$ cat config.mk
export PLATFORM = sky130hd
export DESIGN_NAME = sa_policy
export DESIGN_NICKNAME = d
export VERILOG_FILES = /design/src/rtl/sa_pkg.sv /design/src/rtl/sa_policy.sv
export SDC_FILE = /design/constraint.sdc
export NUM_CORES = 1
export LEC_CHECK = 0
export ABC_AREA = 1
export BUFFER_PORTS_ARGS = -buffer_cell sky130_fd_sc_hd__buf_2
export CAP_MARGIN = 20
export CORE_AREA = 3 3 40 42
export DETAILED_ROUTE_END_ITERATION = 7
export DIE_AREA = 0 0 43 45
export PLACE_DENSITY = 0.67
export SKIP_LAST_GASP = 1
export SLEW_MARGIN = 5
export SYNTH_ARGS = -nofsm -noshare
export SYNTH_HDL_FRONTEND = slang
export SYNTH_SLANG_ARGS = --single-unit
$ cat constraint.sdc
create_clock -name vclk -period 0.8
set_input_delay 0.08 -clock vclk [all_inputs]
set_output_delay 0.08 -clock vclk [all_outputs]
set_load 0.01 [all_outputs]
$ cat src/rtl/sa_pkg.sv
package sa_pkg;
  typedef enum logic [1:0] {
    ATTR_NS  = 2'b00,
    ATTR_NSC = 2'b01,
    ATTR_S   = 2'b10
  } attr_t;

  typedef enum logic [1:0] {
    ACC_FETCH = 2'b00,
    ACC_READ  = 2'b01,
    ACC_WRITE = 2'b10
  } acc_t;

  // stricter code wins: S > NSC > NS
  function automatic attr_t attr_merge(attr_t a, attr_t b);
    return (a > b) ? a : b;
  endfunction
endpackage

$ cat src/rtl/sa_policy.sv
module sa_policy
  import sa_pkg::*;
#(
  parameter logic [31:0] GW_WORD = 32'hA5C3_0F1E
) (
  input  logic        clk,
  input  logic        rst_n,
  input  logic        acc_valid,
  input  logic        acc_secure,
  input  logic [1:0]  acc_type,
  input  logic [31:0] acc_insn,
  input  attr_t       attr,
  output logic        legal,
  output logic        gw_hit
);
  logic is_fetch;
  assign is_fetch = (acc_type == ACC_FETCH);

  always_comb begin
    gw_hit = 1'b0;
    if (acc_secure) begin
      legal = is_fetch ? (attr != ATTR_NS) : 1'b1;
    end else if (attr == ATTR_NS) begin
      legal = 1'b1;
    end else begin
      gw_hit = is_fetch && (attr == ATTR_NSC) && (acc_insn == GW_WORD);
      legal  = gw_hit;
    end
  end

  AST_NS_DATA_ONLY_NS: assert property (@(posedge clk) disable iff (!rst_n)
    (acc_valid && legal && !acc_secure && !is_fetch) |-> (attr == ATTR_NS));
  AST_S_FETCH_NOT_NS: assert property (@(posedge clk) disable iff (!rst_n)
    (acc_valid && legal && acc_secure && is_fetch) |-> (attr != ATTR_NS));
endmodule

# --- Yosys cells after proc, flatten, opt, wreduce, memory -nomap -nowiden ---
# Index checks and enable logic that the tools add are counted.
classes:
  reduce_logical: 5
  n_eq_ne: 2
  mux: 5
op_table:
  columns: ["op", "count"]
  rows:
  - ["equality test 32 bit, second input constant", 1]
  - ["2-to-1 mux 1 bit", 5]
  - ["logical NOT 2 bit", 2]
  - ["equality test 2 x 1 -> 1 bit, second input constant", 1]
  - ["logical AND 1 bit", 2]
  - ["nonzero test 2 bit", 1]
word_totals:
  elab_cells: 12
  reg_bits: 0

# --- Longest topological paths before layout ---
logic_depth:
  word_depth: 5
  mapped_depth: 7
  depth_no_buf: 7

# --- Worst setup path before layout ---
# No wires, ideal clock.
synth_path:
  path_type: "input to output"
  from: "in acc_type[0]"
  to: "out legal"
  n_path_buf: 0
  stages: 7
  arrival_time_ns: 0.553
  setup_slack_ns: 0.167
  cell_sequence: "inv_1 > nand2_1 > nor2_1 > nand2_1 > nor2_1 > nand3_1 > nand2_1"
synth_via:
  elab_chain_cells: 5
  elab_cells_between_ends: 6
  classes_between: "mux: 3; reduce/logical: 3"
synth_lines:
  columns: ["item", "line", "text"]
  rows:
  - ["start, declared", "sa_policy.sv:10", "input logic [1:0] acc_type,"]
  - ["logical NOT 2 bit (*)", "sa_policy.sv:17", "assign is_fetch = (acc_type == ACC_FETCH);"]
  - ["logical AND 1 bit (2 in series)", "sa_policy.sv:26", "gw_hit = is_fetch && (attr == ATTR_NSC) && (acc_insn == GW_WORD);"]
  - ["2-to-1 mux 1 bit", "sa_policy.sv:23", "end else if (attr == ATTR_NS) begin"]
  - ["2-to-1 mux 1 bit (*)", "sa_policy.sv:21", "if (acc_secure) begin"]
  - ["end, declared", "sa_policy.sv:13", "output logic legal,"]
# Every way passes the cells marked *; elsewhere a longest branch is shown, timed or not.

# --- Worst setup path in the final report ---
layout_path:
  from: "in acc_type[1]"
  to: "out legal"
# The elaborated chain is that of the path after synthesis.

==> impl_table.tex <==
\begin{tabular}{lr}
\hline
Metric & Value \\
\hline
\multicolumn{2}{l}{\textbf{Run status}} \\
Status & finished, violations left \\
Failing checks & setup timing \\
\multicolumn{2}{l}{\textbf{Timing}} \\
Fin crit share & 107\% \\
Final Hold Slack & 0.525 ns \\
Highest achievable clock rate & 1170 MHz \\
Worst Slack Setup Final & -0.0560 ns \\
Setup violation total in the final timing report & 2 \\
Max-slew violation count & 0 \\
Setup total negative slack & -0.0778 ns \\
Period minus WS final & 0.856 ns \\
Transition at the pin with the smallest max-transition slack & 0.152 ns \\
Max-Slew Margin vs Limit & 89.8\% \\
RSZ-0062 raised after global routing & true \\
Endpoints failing hold & 0 \\
\multicolumn{2}{l}{\textbf{Detailed routing}} \\
Met2 WL post-DR & 538 um \\
Wire length on met1 & 429 um \\
Routed len/inst & 8.48 um \\
Antenna viol nets, final & 0 \\
Total length of routed wires & 1100 um \\
Average via count per standard cell & 4.16 \\
DRC Markers & 0 \\
Number of DRC violations after detailed-routing iteration 0 & 0 \\
Highest routing layer actually used & met3 \\
Number of optimization iterations in the first detailed-route pass & 1 \\
Total vias in the final route & 541 \\
Sum of met3 wire segment lengths after detailed routing & 135 um \\
\multicolumn{2}{l}{\textbf{Layout}} \\
Area growth from synthesis to final layout & 114\% \\
Number of clock buffer instances in the layout & 0 \\
Number of sequential storage elements & 0 \\
Fill cell instance count of the final layout & 141 \\
Register area & 0 um2 \\
Antenna diode instance count & 0 \\
Net count reported at finish & 157 \\
Layout cell share with drive strength beyond 1 & 58.3\% \\
\multicolumn{2}{l}{\textbf{Critical path}} \\
Crit-path cells & buf\_6, inv\_4, nand2\_2, nor2\_2, nand2\_1, nor2\_2, nand3\_1, nand2\_1, buf\_2 \\
Worst Setup Start Kind & input pin \\
Critical Path Fanout Max & 2 \\
Max incr delay on CP & 0.12 ns \\
Class of the most critical setup path & input pin to output pin \\
Critical path startpoint & acc\_type[1] \\
Cell at the slowest stage of the critical path & sky130\_fd\_sc\_hd\_\_buf\_2 \\
Required time of the critical path & 0.72 ns \\
Element type at the critical path end & output pin \\
Arrival time of the worst setup path & 0.78 ns \\
\multicolumn{2}{l}{\textbf{Global routing}} \\
Overall overflow remaining after global route & 0 \\
Initial antenna violation count & 0 \\
Via count of the first global-routing pass & 446 \\
Total routing usage reported by global routing & 9.20\% \\
Global-route wire length before repair & 1520 um \\
Pin count of the biggest net entering global routing & 4 \\
\multicolumn{2}{l}{\textbf{Logic synthesis}} \\
Synth top area cells & sky130\_fd\_sc\_hd\_\_nand2\_1 (27\%), sky130\_fd\_sc\_hd\_\_inv\_1 (23\%), sky130\_fd\_sc\_hd\_\_nor2\_1 (23\%) \\
Share of the yosys chip area belonging to registers & 0\% \\
Post-synth net total & 114 \\
Mapped Cells & 74 \\
Post-synth design cell area & 304 um2 \\
Top cell type's share of synthesized area & 27.2\% \\
Area leader, netlist & sky130\_fd\_sc\_hd\_\_nand2\_1 \\
Top cells by count, synth & sky130\_fd\_sc\_hd\_\_nand2\_1 (22), sky130\_fd\_sc\_hd\_\_inv\_1 (19), sky130\_fd\_sc\_hd\_\_nor2\_1 (19) \\
Dominant cell by count in the synthesized netlist & sky130\_fd\_sc\_hd\_\_nand2\_1 \\
Post-synth cell types & 7 \\
Syn avg cell area & 4.11 um2 \\
Synth warnings & 0 \\
\multicolumn{2}{l}{\textbf{Floorplanning}} \\
Y dimension of the die & 45 um \\
Horizontal die dimension & 43 um \\
Rows & 13 \\
Standard cell core area & 1280 um2 \\
Initial core utilization & 23.7\% \\
Total die area & 1940 um2 \\
Top-level port count & 42 \\
\multicolumn{2}{l}{\textbf{Hold path}} \\
Start point of the worst hold path & acc\_insn[21] \\
Path class of the lowest-slack min-delay path & input pin to output pin \\
Hold EP & gw\_hit \\
Worst hold stages & 5 \\
\multicolumn{2}{l}{\textbf{Place}} \\
Pre-CTS worst setup slack & -0.0760 ns \\
DPL Wire Length & 871 um \\
Global placer's final weighted congestion & 0.752 \\
Count of input and output buffers & 39 \\
\multicolumn{2}{l}{\textbf{Power}} \\
Total power density per cell area & 387 nW/um2 \\
VDD IR max & 0.124 mV \\
Static leakage power & 0.351 nW \\
\multicolumn{2}{l}{\textbf{Job}} \\
Max-capacitance violation count & 0 \\
\hline
\end{tabular}
[routing by layer]
metal	up-vias	global-route usage [%]
met5	-	0
met3	0	1.20
li1	306	-
met2	25	17.4
met4	0	0
met1	210	11.9
[cell families after synthesis]
| logic type | synth area share, % |
|---|---|
| buffers and inverters | 23.5 |
| AND/OR/NAND/NOR | 74.9 |
| AO/OA/AOI/OAI | 1.64 |
[placed cells by master, fill, tap and decap left out]
cell type,n
sky130_fd_sc_hd__buf_6,14
sky130_fd_sc_hd__inv_2,14
sky130_fd_sc_hd__nand2_2,6
sky130_fd_sc_hd__buf_4,2
sky130_fd_sc_hd__o21ai_0,1
sky130_fd_sc_hd__nor2_1,15
sky130_fd_sc_hd__nand2_1,16
sky130_fd_sc_hd__nor3_1,1
sky130_fd_sc_hd__nor2_2,4
sky130_fd_sc_hd__nand4_1,7
sky130_fd_sc_hd__inv_4,2
sky130_fd_sc_hd__inv_1,3
sky130_fd_sc_hd__buf_2,25
sky130_fd_sc_hd__nand3_1,5
[critical path: cells and delay by family]
family | cells | cell delay, ns
and+or+nand+nor | 6 | 0.44
buffers and inverters | 3 | 0.26
[metrics by stage]
stage          cells  total power [mW]  util [%]  cell area, um2
2_1_floorplan     74            0.0647         -             304
3_3_place_gp     129             0.176      40.9             526
3_5_place_dp     129             0.178      40.9             526
4_1_cts          129             0.199      43.5             559
5_1_grt          130             0.281      50.6             651
6_report         130             0.252      50.6             651
[layout make-up]
class                           instances  area (um2)  area share (%)
Tap cell                               15        18.8            2.88
Inverter                               19        76.3            11.7
Timing Repair Buffer                   41         298            45.8
Multi-Input combinational cell         55         258            39.6
[power by group]
part / leakage, nW / total, mW / switching, mW / internal [mW]
registers: 0 / 0 / 0 / 0
logic: 0.351 / 0.252 / 0.103 / 0.148
clock network: 0 / 0 / 0 / 0
[worst max path at each step]
stage | depth (start not counted) | slack, ns | end
3_3_place_gp | 9 | -0.06 | legal
5_1_grt | 9 | -0.17 | legal
6_report | 9 | -0.06 | legal
3_5_place_dp | 9 | -0.08 | legal
2_1_floorplan | 7 | 0.17 | legal
4_1_cts | 9 | -0.06 | legal
[timing repair]
| item | 4_1_cts | 5_1_grt |
|---|---|---|
| pin swaps | 7 | 17 |
| buffers inserted | 0 | 1 |
| hold buffers | 0 | 0 |
| gates cloned | 0 | 0 |
| resized for setup | 11 | 31 |
| endpoints found under the setup margin | 2 | 2 |
No activity file was read; power rests on OpenSTA's default activity.
